<file path="src/rtl/scmp_pkg.sv">
package scmp_pkg;

  localparam int unsigned REG_W = 32;

  // Register offsets; channel thresholds follow OFS_CMP0 at a 4-byte stride
  localparam logic [7:0] OFS_CFG  = 8'h00;
  localparam logic [7:0] OFS_CNT  = 8'h08;
  localparam logic [7:0] OFS_VIEW = 8'h10;
  localparam logic [7:0] OFS_CMP0 = 8'h20;

  // Configuration bit positions that carry behaviour
  localparam int unsigned CFG_ZCMP     = 9;
  localparam int unsigned CFG_RUN_ALW  = 12;
  localparam int unsigned CFG_RUN_ONCE = 13;
  localparam int unsigned CFG_PEND_LO  = 28;

  typedef enum logic [2:0] {
    SEL_NONE,
    SEL_CFG,
    SEL_CNT,
    SEL_VIEW,
    SEL_CMP
  } reg_sel_e;

  typedef struct packed {
    reg_sel_e   sel;
    logic [7:0] ch;
  } reg_dec_t;

  function automatic logic [REG_W-1:0] low_mask(input int unsigned w);
    if (w >= REG_W) return '1;
    return (REG_W'(1) << w) - REG_W'(1);
  endfunction

  // Window of the counter that the comparators see
  function automatic logic [REG_W-1:0] scaled_view(input logic [REG_W-1:0] cnt,
                                                   input logic [4:0] shift,
                                                   input int unsigned vw);
    return (cnt >> shift) & low_mask(vw);
  endfunction

  // Counter value implied by writing the window
  function automatic logic [REG_W-1:0] scaled_load(input logic [REG_W-1:0] value,
                                                   input logic [4:0] shift,
                                                   input int unsigned vw,
                                                   input int unsigned cw);
    return ((value & low_mask(vw)) << shift) & low_mask(cw);
  endfunction

endpackage

</file>
<file path="src/rtl/scmp_decode.sv">
module scmp_decode
  import scmp_pkg::*;
#(
  parameter int unsigned ADDR_W = 8,
  parameter int unsigned N_CH   = 4
) (
  input  logic [ADDR_W-1:0] addr,
  output reg_dec_t          dec
);

  always_comb begin
    dec.sel = SEL_NONE;
    dec.ch  = '0;
    if (addr == ADDR_W'(OFS_CFG)) begin
      dec.sel = SEL_CFG;
    end else if (addr == ADDR_W'(OFS_CNT)) begin
      dec.sel = SEL_CNT;
    end else if (addr == ADDR_W'(OFS_VIEW)) begin
      dec.sel = SEL_VIEW;
    end
    for (int i = 0; i < N_CH; i++) begin
      if (addr == ADDR_W'(32'(OFS_CMP0) + 32'(4 * i))) begin
        dec.sel = SEL_CMP;
        dec.ch  = 8'(i);
      end
    end
  end

endmodule

</file>
<file path="src/rtl/scmp_counter.sv">
module scmp_counter #(
  parameter int unsigned CNT_W = 31
) (
  input  logic             clk,
  input  logic             rst_n,
  input  logic             run,
  input  logic             zero_evt,
  input  logic             ld_en,
  input  logic [CNT_W-1:0] ld_val,
  output logic [CNT_W-1:0] cnt_q,
  output logic             carry_evt
);

  // Wrap happens on the step taken from the all-ones value
  assign carry_evt = run && (cnt_q == '1);

  always_ff @(posedge clk) begin
    if (!rst_n) begin
      cnt_q <= '0;
    end else if (ld_en) begin
      cnt_q <= ld_val;
    end else if (zero_evt) begin
      cnt_q <= '0;
    end else if (run) begin
      cnt_q <= cnt_q + CNT_W'(1);
    end
  end

endmodule

</file>
<file path="src/rtl/scmp_channel.sv">
module scmp_channel #(
  parameter int unsigned CMP_W = 16
) (
  input  logic             clk,
  input  logic             rst_n,
  input  logic             wr_en,
  input  logic [CMP_W-1:0] wr_val,
  input  logic [CMP_W-1:0] view,
  output logic [CMP_W-1:0] cmp_q,
  output logic             hit
);

  assign hit = (view >= cmp_q);

  always_ff @(posedge clk) begin
    if (!rst_n) begin
      cmp_q <= '0;
    end else if (wr_en) begin
      cmp_q <= wr_val;
    end
  end

endmodule

</file>
<file path="src/rtl/scmp_ctrl.sv">
module scmp_ctrl
  import scmp_pkg::*;
#(
  parameter int unsigned N_CH = 4
) (
  input  logic             clk,
  input  logic             rst_n,
  input  logic             wr_en,
  input  logic [REG_W-1:0] wr_val,
  input  logic [N_CH-1:0]  hit,
  input  logic             zero_evt,
  input  logic             carry_evt,
  output logic [REG_W-1:0] cfg_q
);

  logic [REG_W-1:0] cfg_d;

  always_comb begin
    cfg_d = cfg_q;
    cfg_d[CFG_PEND_LO +: N_CH] = cfg_q[CFG_PEND_LO +: N_CH] | hit;
    if (zero_evt || carry_evt) begin
      cfg_d[CFG_RUN_ONCE] = 1'b0;
    end
    if (wr_en) begin
      cfg_d = wr_val;
    end
  end

  always_ff @(posedge clk) begin
    if (!rst_n) begin
      cfg_q <= '0;
    end else begin
      cfg_q <= cfg_d;
    end
  end

endmodule

</file>
<file path="src/rtl/scaled_cmp_timer.sv">
module scaled_cmp_timer #(
  parameter int unsigned N_CH    = 4,
  parameter int unsigned CNT_W   = 31,
  parameter int unsigned CMP_W   = 16,
  parameter int unsigned SCALE_W = 4,
  parameter int unsigned ADDR_W  = 8
) (
  input  logic              clk,
  input  logic              rst_n,
  input  logic              reg_wr,
  input  logic [ADDR_W-1:0] reg_addr,
  input  logic [31:0]       reg_wdata,
  output logic [31:0]       reg_rdata,
  output logic [N_CH-1:0]   irq
);
  import scmp_pkg::*;

  reg_dec_t         dec;
  logic [REG_W-1:0] cfg_q;
  logic [CNT_W-1:0] cnt_q;
  logic [CNT_W-1:0] ld_val;
  logic [CMP_W-1:0] view;
  logic [CMP_W-1:0] cmp_q [N_CH];
  logic [N_CH-1:0]  hit;
  logic [N_CH-1:0]  cmp_wr;
  logic [SCALE_W-1:0] scale;
  logic             run;
  logic             run_once;
  logic             zero_evt;
  logic             carry_evt;
  logic             cfg_wr;
  logic             cnt_ld;

  scmp_decode #(.ADDR_W(ADDR_W), .N_CH(N_CH)) u_dec (
    .addr (reg_addr),
    .dec  (dec)
  );

  // Named events shared by the datapath and the checker
  assign scale    = cfg_q[SCALE_W-1:0];
  assign run_once = cfg_q[CFG_RUN_ONCE];
  assign run      = cfg_q[CFG_RUN_ALW] | run_once;
  assign view     = CMP_W'(scaled_view(REG_W'(cnt_q), 5'(scale), CMP_W));
  assign zero_evt = cfg_q[CFG_ZCMP] & hit[0];
  assign cfg_wr   = reg_wr && (dec.sel == SEL_CFG);
  assign cnt_ld   = reg_wr && ((dec.sel == SEL_CNT) || (dec.sel == SEL_VIEW));
  assign ld_val   = (dec.sel == SEL_CNT) ? reg_wdata[CNT_W-1:0]
                  : CNT_W'(scaled_load(reg_wdata, 5'(scale), CMP_W, CNT_W));

  scmp_counter #(.CNT_W(CNT_W)) u_cnt (
    .clk       (clk),
    .rst_n     (rst_n),
    .run       (run),
    .zero_evt  (zero_evt),
    .ld_en     (cnt_ld),
    .ld_val    (ld_val),
    .cnt_q     (cnt_q),
    .carry_evt (carry_evt)
  );

  for (genvar g = 0; g < N_CH; g++) begin : g_ch
    assign cmp_wr[g] = reg_wr && (dec.sel == SEL_CMP) && (dec.ch == 8'(g));
    scmp_channel #(.CMP_W(CMP_W)) u_ch (
      .clk    (clk),
      .rst_n  (rst_n),
      .wr_en  (cmp_wr[g]),
      .wr_val (reg_wdata[CMP_W-1:0]),
      .view   (view),
      .cmp_q  (cmp_q[g]),
      .hit    (hit[g])
    );
  end

  scmp_ctrl #(.N_CH(N_CH)) u_ctrl (
    .clk       (clk),
    .rst_n     (rst_n),
    .wr_en     (cfg_wr),
    .wr_val    (reg_wdata),
    .hit       (hit),
    .zero_evt  (zero_evt),
    .carry_evt (carry_evt),
    .cfg_q     (cfg_q)
  );

  always_comb begin
    reg_rdata = '0;
    unique case (dec.sel)
      SEL_CFG:  reg_rdata = cfg_q;
      SEL_CNT:  reg_rdata = REG_W'(cnt_q);
      SEL_VIEW: reg_rdata = REG_W'(view);
      SEL_CMP: begin
        for (int i = 0; i < N_CH; i++) begin
          if (dec.ch == 8'(i)) reg_rdata = REG_W'(cmp_q[i]);
        end
      end
      default:  reg_rdata = '0;
    endcase
  end

  assign irq = cfg_q[CFG_PEND_LO +: N_CH];

endmodule

</file>
<file path="config.mk">
export PLATFORM = sky130hd
export DESIGN_NAME = scaled_cmp_timer
export DESIGN_NICKNAME = d
export VERILOG_FILES = /design/src/rtl/scmp_pkg.sv /design/src/rtl/scmp_decode.sv /design/src/rtl/scmp_counter.sv /design/src/rtl/scmp_channel.sv /design/src/rtl/scmp_ctrl.sv /design/src/rtl/scaled_cmp_timer.sv
export SDC_FILE = /design/constraint.sdc
export NUM_CORES = 1
export LEC_CHECK = 0
export ABC_AREA = 0
export BUFFER_PORTS_ARGS = -buffer_cell sky130_fd_sc_hd__buf_2
export CORE_MARGIN = 2
export CORE_UTILIZATION = 45
export DETAILED_ROUTE_END_ITERATION = 6
export PLACE_DENSITY = 0.6
export SLEW_MARGIN = 20
export SYNTH_ARGS = -nofsm -noshare
export SYNTH_HDL_FRONTEND = slang
export SYNTH_SLANG_ARGS = --single-unit
</file>
<file path="constraint.sdc">
create_clock -name clk -period 5 [get_ports clk]
set_input_delay 1 -clock clk [delete_from_list [all_inputs] [get_ports clk]]
set_output_delay 1 -clock clk [all_outputs]
set_load 0.01 [all_outputs]
</file>
Word level (Yosys, flattened, before mapping)
Index checks and enable logic that the tools add are counted.
{"block": "op_classes", "bitwise_logic": 3, "n_addsub": 1, "eq_ne": 14, "muxes": 18, "n_shift": 2, "multipliers": 0, "n_lt_le_gt_ge": 4, "reduce_logical": 14, "div": 0}
{"operator": "32-bit two-way mux", "count": 4}
{"operator": "32-bit one-hot mux with 4 select lines", "count": 1}
{"operator": "31-bit two-way mux", "count": 4}
{"operator": "16-bit >= comparator", "count": 4}
{"operator": "11-bit two-way mux", "count": 4}
{"operator": "8-bit by 6-bit == test with 1-bit output (second input constant)", "count": 4}
{"operator": "31-bit by 1-bit adder with 31-bit output (second input constant)", "count": 1}
{"operator": "31-bit == test (second input constant)", "count": 1}
{"operator": "16-bit by 4-bit left shift with 31-bit output", "count": 1}
{"operator": "31-bit by 4-bit >> shifter with 16-bit output", "count": 1}
{"operator": "8-bit by 2-bit == test with 1-bit output (second input constant)", "count": 2}
{"operator": "8-bit logical NOT", "count": 2}
{"operator": "16-bit two-way mux", "count": 1}
{"operator": "8-bit by 1-bit == test with 1-bit output (second input constant)", "count": 1}
{"operator": "8-bit by 4-bit == test with 1-bit output (second input constant)", "count": 1}
{"operator": "8-bit by 5-bit == test with 1-bit output (second input constant)", "count": 1}
{"operator": "1-bit logical AND", "count": 8}
{"operator": "3-bit by 2-bit == test with 1-bit output (second input constant)", "count": 2}
{"operator": "3-bit two-way mux", "count": 2}
{"operator": "4-bit OR", "count": 1}
{"operator": "3-bit by 1-bit == test with 1-bit output (second input constant)", "count": 1}
{"operator": "3-bit == test (second input constant)", "count": 1}
{"operator": "3-bit nonzero test", "count": 1}
{"operator": "1-bit logical OR", "count": 2}
{"operator": "5 further kinds", "count": 5}
{"block": "word_totals", "latch_bits": 0, "romBits": 0, "mem_count": 0, "in_bits": 43, "ramBits": 0, "ff_bits": 127}

Longest topological paths before layout
{"block": "depth", "ltp_word": 14, "ltp_mapped": 17, "ltp_nobuf": 13}

Modules after synthesis
Synthesis repeated with hierarchy kept, for this count alone.
{"block": "hier_totals", "cells_unflattened": 1154, "hier_area_um2": 10623.9}
{"mod": "scmp_channel", "n_inst": 4, "cells_per_inst": 106, "area_per_inst_um2": 1003.5, "seq_area_each_um2": 320.3}
{"mod": "scaled_cmp_timer", "n_inst": 1, "cells_per_inst": 368, "area_per_inst_um2": 3398.3, "seq_area_each_um2": 0.0}
{"mod": "scmp_counter", "n_inst": 1, "cells_per_inst": 243, "area_per_inst_um2": 1881.8, "seq_area_each_um2": 620.6}
{"mod": "scmp_ctrl", "n_inst": 1, "cells_per_inst": 104, "area_per_inst_um2": 1208.7, "seq_area_each_um2": 640.6}
{"mod": "scmp_decode", "n_inst": 1, "cells_per_inst": 15, "area_per_inst_um2": 121.4, "seq_area_each_um2": 0.0}

Least setup slack after synthesis
Ideal clock, no wire load.
{"block": "synth_path", "path_kind": "register to register", "start": "register u_ctrl.cfg_q[1]", "end": "register u_cnt.cnt_q[19]", "path_stages_with_launch": 17, "synth_period_minus_slack_ns": 3.841, "slack_ns": 1.159, "n_path_buf": 4, "arrival_ns": 3.749, "cell_sequence": "dfxtp_1 > buf_2 > buf_2 > buf_2 > mux2_2 > mux2i_1 > mux2_2 > nor2_1 > a21oi_1 > ha_1 > nand2b_1 > a2111o_1 > a311oi_2 > a21o_1 > clkbuf_1 > a21oi_1 > nor4_1"}
{"block": "synth_via", "elab_chain_len": 5, "word_cells_on_any_way": 8, "cone_classes": "order compare: 1; shift: 2; mux: 3; bitwise: 1; reduce/logical: 1"}
{"element": "from (decl)", "line_no": "scmp_ctrl.sv:13", "source": "output logic [REG_W-1:0] cfg_q"}
{"element": "from (signal assigned)", "line_no": "scmp_ctrl.sv:33", "source": "cfg_q <= cfg_d;"}
{"element": "31-bit by 4-bit >> shifter with 16-bit output", "line_no": "scmp_pkg.sv:39", "source": "return (cnt >> shift) & low_mask(vw);"}
{"element": "16-bit >= comparator", "line_no": "scmp_channel.sv:13", "source": "assign hit = (view >= cmp_q);"}
{"element": "1-bit AND", "line_no": "scaled_cmp_timer.sv:44", "source": "assign zero_evt = cfg_q[CFG_ZCMP] & hit[0];"}
{"element": "31-bit two-way mux", "line_no": "scmp_counter.sv:22", "source": "end else if (zero_evt) begin"}
{"element": "31-bit two-way mux", "line_no": "scmp_counter.sv:20", "source": "end else if (ld_en) begin"}
{"element": "to (signal assigned)", "line_no": "scmp_counter.sv:21", "source": "cnt_q <= ld_val;"}
{"element": "to (signal assigned)", "line_no": "scmp_counter.sv:25", "source": "cnt_q <= cnt_q + CNT_W'(1);"}
{"element": "to (decl)", "line_no": "scmp_counter.sv:10", "source": "output logic [CNT_W-1:0] cnt_q,"}
Parallel ways exist; a longest one is shown, timed or not.
A chain may end at the register's enable or synchronous reset.

Final worst setup path
{"block": "layout_path", "start": "input reg_addr[7]", "end": "output reg_rdata[8]"}
{"block": "layout_via", "elab_chain_len": 10, "word_cells_on_any_way": 27, "cone_classes": "eq/ne: 13; mux: 12; reduce/logical: 2"}
{"element": "from (decl)", "line_no": "scaled_cmp_timer.sv:11", "source": "input logic [ADDR_W-1:0] reg_addr,"}
{"element": "8-bit by 6-bit == test with 1-bit output or 8-bit by 5-bit == test with 1-bit output (tied branches)", "line_no": "scmp_decode.sv:22, scmp_decode.sv:18"}
{"element": "11-bit two-way mux or 2-bit two-way mux (tied branches)", "line_no": "scmp_decode.sv:22, scmp_decode.sv:18"}
{"element": "11-bit two-way mux or 3-bit two-way mux (tied branches)", "line_no": "scmp_decode.sv:22, scmp_decode.sv:16"}
{"element": "11-bit two-way mux *", "line_no": "scmp_decode.sv:22", "source": "if (addr == ADDR_W'(32'(OFS_CMP0) + 32'(4 * i))) begin"}
{"element": "8-bit logical NOT or 11-bit two-way mux (tied branches)", "line_no": "scaled_cmp_timer.sv:93, scmp_decode.sv:22"}
{"element": "16-bit two-way mux or 11-bit two-way mux (tied branches)", "line_no": "scaled_cmp_timer.sv:93, scmp_decode.sv:22"}
{"element": "32-bit two-way mux or 11-bit two-way mux (tied branches) (2 in series)", "line_no": "scaled_cmp_timer.sv:93, scmp_decode.sv:22"}
{"element": "32-bit two-way mux, or another cell as far along", "line_no": "scaled_cmp_timer.sv:93", "source": "if (dec.ch == 8'(i)) reg_rdata = REG_W'(cmp_q[i]);"}
{"element": "32-bit one-hot mux with 4 select lines *", "line_no": "scaled_cmp_timer.sv:87", "source": "unique case (dec.sel)"}
{"element": "to (decl)", "line_no": "scaled_cmp_timer.sv:13", "source": "output logic [31:0] reg_rdata,"}
Mark *: on every way between the ends. The rest lies on a longest branch, timed or not.

==> impl_results.md <==
* Status: complete, no violations
* TritonCTS Buffers at 17
* Clock Pin Slew Worst Setup and Hold Paths at 60 ps
* Global Route met2 Usage at 48.0%
* Post-Syn Area at 0.0105 sq mm
* Rows at 55
* Number of buffer and inverter stages on the critical path at 2
* Reg-to-reg endpoint: u_cnt.cnt_q[21]
* Clock Path Buffers at 2
* Die Y at 157 microns
* Quantity of hold-fixing buffers added after cts at 0
* FMAX at 219 MHz
* Final core occ at 50.9%
* Post-route DRC at 0
* Post-CTS Setup Bufs at 0
* Starting density of the core at 46.0%
* Hold Path End: u_ctrl.cfg_q[24]
* Worst R2R Setup Slack at 800 ps
* Relative slew slack at 41.5%
* Cell family with most CP delay: simple AND/OR/NAND/NOR gates
* Synthesized Nets at 1477
* Routability cong. at 0.947
* Yosys warning count at 0
* Vias/cell at 6.27
* Period minus WS final at 4580 ps
* Port buffer count at 78
* Post-synthesis cell count at 1369
* Synth cell count leaders: nand2_1, a21oi_1, dfxtp_1
* Initial antenna violation count at 0
* Layout cells sized above 1 at 17.0%
* Slowest-stage cell, CP: or3_1
* Unrepaired setup endpoints after global routing: no
* Synth Flop Type: dfxtp_1
* Antenna viol nets, final at 0
* Nets at 1486
* Filler cell count at 2270
* Setup violations, final at 0
* Fraction of registers with async set/reset at 0%
* Routed WL at 38500 microns
* Post-route clock period utilization at 91.5%
* PwrDens at 210 mW/mm^2
* Critical Path RT at 4000 ps
* Slew @ Worst Pin at 874 ps
* Dpl cells at 1672
* CTS root buf: clkbuf_16
* Reg2Reg Depth at 14
* Setup_tns at 0 ps
* Leak at 4.52 nW
* Worst r2r src: u_ctrl.cfg_q[1]
* Most common cell in the netlist: nand2_1
* Final Hold Violating Endpoints at 0
* Antenna cell count at 0
* # resized after CTS at 0
* CP max FO at 16
* 1st-iter DRT viols at 1254
* Area delta synth->final at 10.5%
* Crit Path Category: input port to output port
* Synthesized area per cell at 7.66 sq um
* CP most frequent cell: buf_2
* Sinks on Clock Net at 127
* Hpwl dp at 28200 microns
* Gr ovfl total at 0
* Maximum level of the CTS H-tree at 4
* Register Area at 0.00254 sq mm
* Post-synthesis sequential area ratio at 24.2%
* Top cell type's share of synthesized area at 24.2%
* Core area at 0.0228 sq mm
* Worst IR drop on VDD at 0.214 mV
* Hold Path Origin: u_ctrl.cfg_q[24]
* Drt wl/cell at 22.6 microns
* First-pass GRT wire length at 58900 microns
* Overall Global Routing Usage at 31.6%
* Die ar. at 0.0245 sq mm
* Area occupied by multi-input gates at 0.00709 sq mm
* Grt met3 use at 6.87%
* DIE WIDTH at 157 microns
* Worst hold path type: flip-flop to flip-flop
* Worst EP arrival at 3580 ps
* Largest net degree at the start of global routing at 45
* Seq cells post-synth at 127
* Number of global-route vias before repair at 9667
* I/O pin count at 79
* Clock Skews at 11.7 ps
* Synth area leader: dfxtp_1
* CP Capture Type: output port
* Synth cell types at 78
* Max-slew violation count at 0
* Drt pass-1 iters at 7
* Gr busiest metal: met2
* Latest clock arrival within the worst-skew pair at 440 ps
* Critical path launch point type: input port
* Routing usage on met1 at 44.1%
* Post-synth EDFFs at 0
* Post-Layout Cell Count at 1704
* Synth area leaders: dfxtp_1, ha_1, mux2i_1, a21oi_1, nand2_1
* CTS tree: yes
* Via count at 10.7k
* Hold depth at 2
* Slowest stage delay, CP at 780 ps
* Max-Cap Viols at 0
* Critical path cell sequence: buf_2 -> or4_4 -> or3_1 -> a22oi_1 -> a21oi_1 -> a221oi_1 -> o21ai_0 -> buf_2
==> area by class of cell <==
type	count	area share, %
multi-input cells	1038	61.2
repair buffers	118	6.07
well taps	313	3.38
inverters	76	2.46
clock inverters	13	1.12
flip-flops and latches	127	22.0
clock buffers	19	3.82
==> worst max-delay path by stage <==
stage | startpoint | to | depth (start not counted)
floorplan | u_ctrl.cfg_q[1] | u_cnt.cnt_q[19] | 16
global placement | reg_addr[7] | reg_rdata[8] | 8
detailed placement | reg_addr[7] | reg_rdata[8] | 8
CTS | reg_addr[7] | reg_rdata[8] | 8
global route | reg_addr[7] | reg_rdata[8] | 8
finish | reg_addr[7] | reg_rdata[8] | 8
==> power breakdown <==
group	total (mW)	switching [mW]	internal (mW)
combinational	0.171	0.119	0.0516
clock	1.25	0.542	0.708
sequential	1.02	0.00392	1.01
==> layout by cell type (no fill, tap or decap), types with 17 or more instances in the layout <==
cell / Yosys / routed
nand2_1: 166 / 166
a21oi_1: 152 / 152
dfxtp_1: 127 / 125
nor2_1: 107 / 107
buf_2: 41 / 78
mux2i_1: 77 / 77
inv_1: 74 / 74
o21ai_0: 66 / 66
nand3_1: 65 / 65
ha_1: 65 / 65
buf_4: 5 / 39
mux2_2: 34 / 34
a22oi_1: 25 / 25
clkbuf_16: 0 / 17
==> metal layers <==
metal / wire length (microns) / vias up
li1: - / 4989
met1: 16700 / 5015
met2: 16500 / 585
met3: 4150 / 95
met4: 1190 / 0
met5: 0 / -
==> per-stage QoR <==
step                      worst slack (ps)  hold WS [ps]  power [mW]  instance area [sq um]
after detailed placement               473           448        1.21                  11000
after global routing                   285           472        2.50                  11600
after global placement                 524           442        1.21                  11000
after floorplan                       1160           436        1.14                  10500
final                                  424           453        2.44                  11600
after CTS                              468           456        2.44                  11600
==> flip-flops by register name, summed over array words and instances, names as in the netlist <==
| register | cells |
|---|---|
| u_ctrl.cfg_q | 32 |
| u_cnt.cnt_q | 31 |
| g_ch.u_ch.cmp_q | 64 |
==> worst register-to-register path, stage by stage (launching register included) <==
cell	delay [ps]
dfxtp_2	500
buf_4	370
mux2i_1	270
nand2_1	80
a21oi_1	140
a21oi_1	90
o21ai_0	310
inv_1	190
ha_1	330
a21oi_1	200
o21ai_0	250
a2111oi_2	510
a21o_1	540
a21oi_1	100
o211a_1	230
==> logic make-up after synthesis <==
family,after synthesis,share of synthesized area [%]
compound gates,400,25.4
xor+xnor,3,0.251
fa+ha+maj,65,7.75
buf+inv,204,8.18
flops,127,24.2
mux,126,14.2
simple gates,444,19.9
No activity file was read; power rests on OpenSTA's default activity.
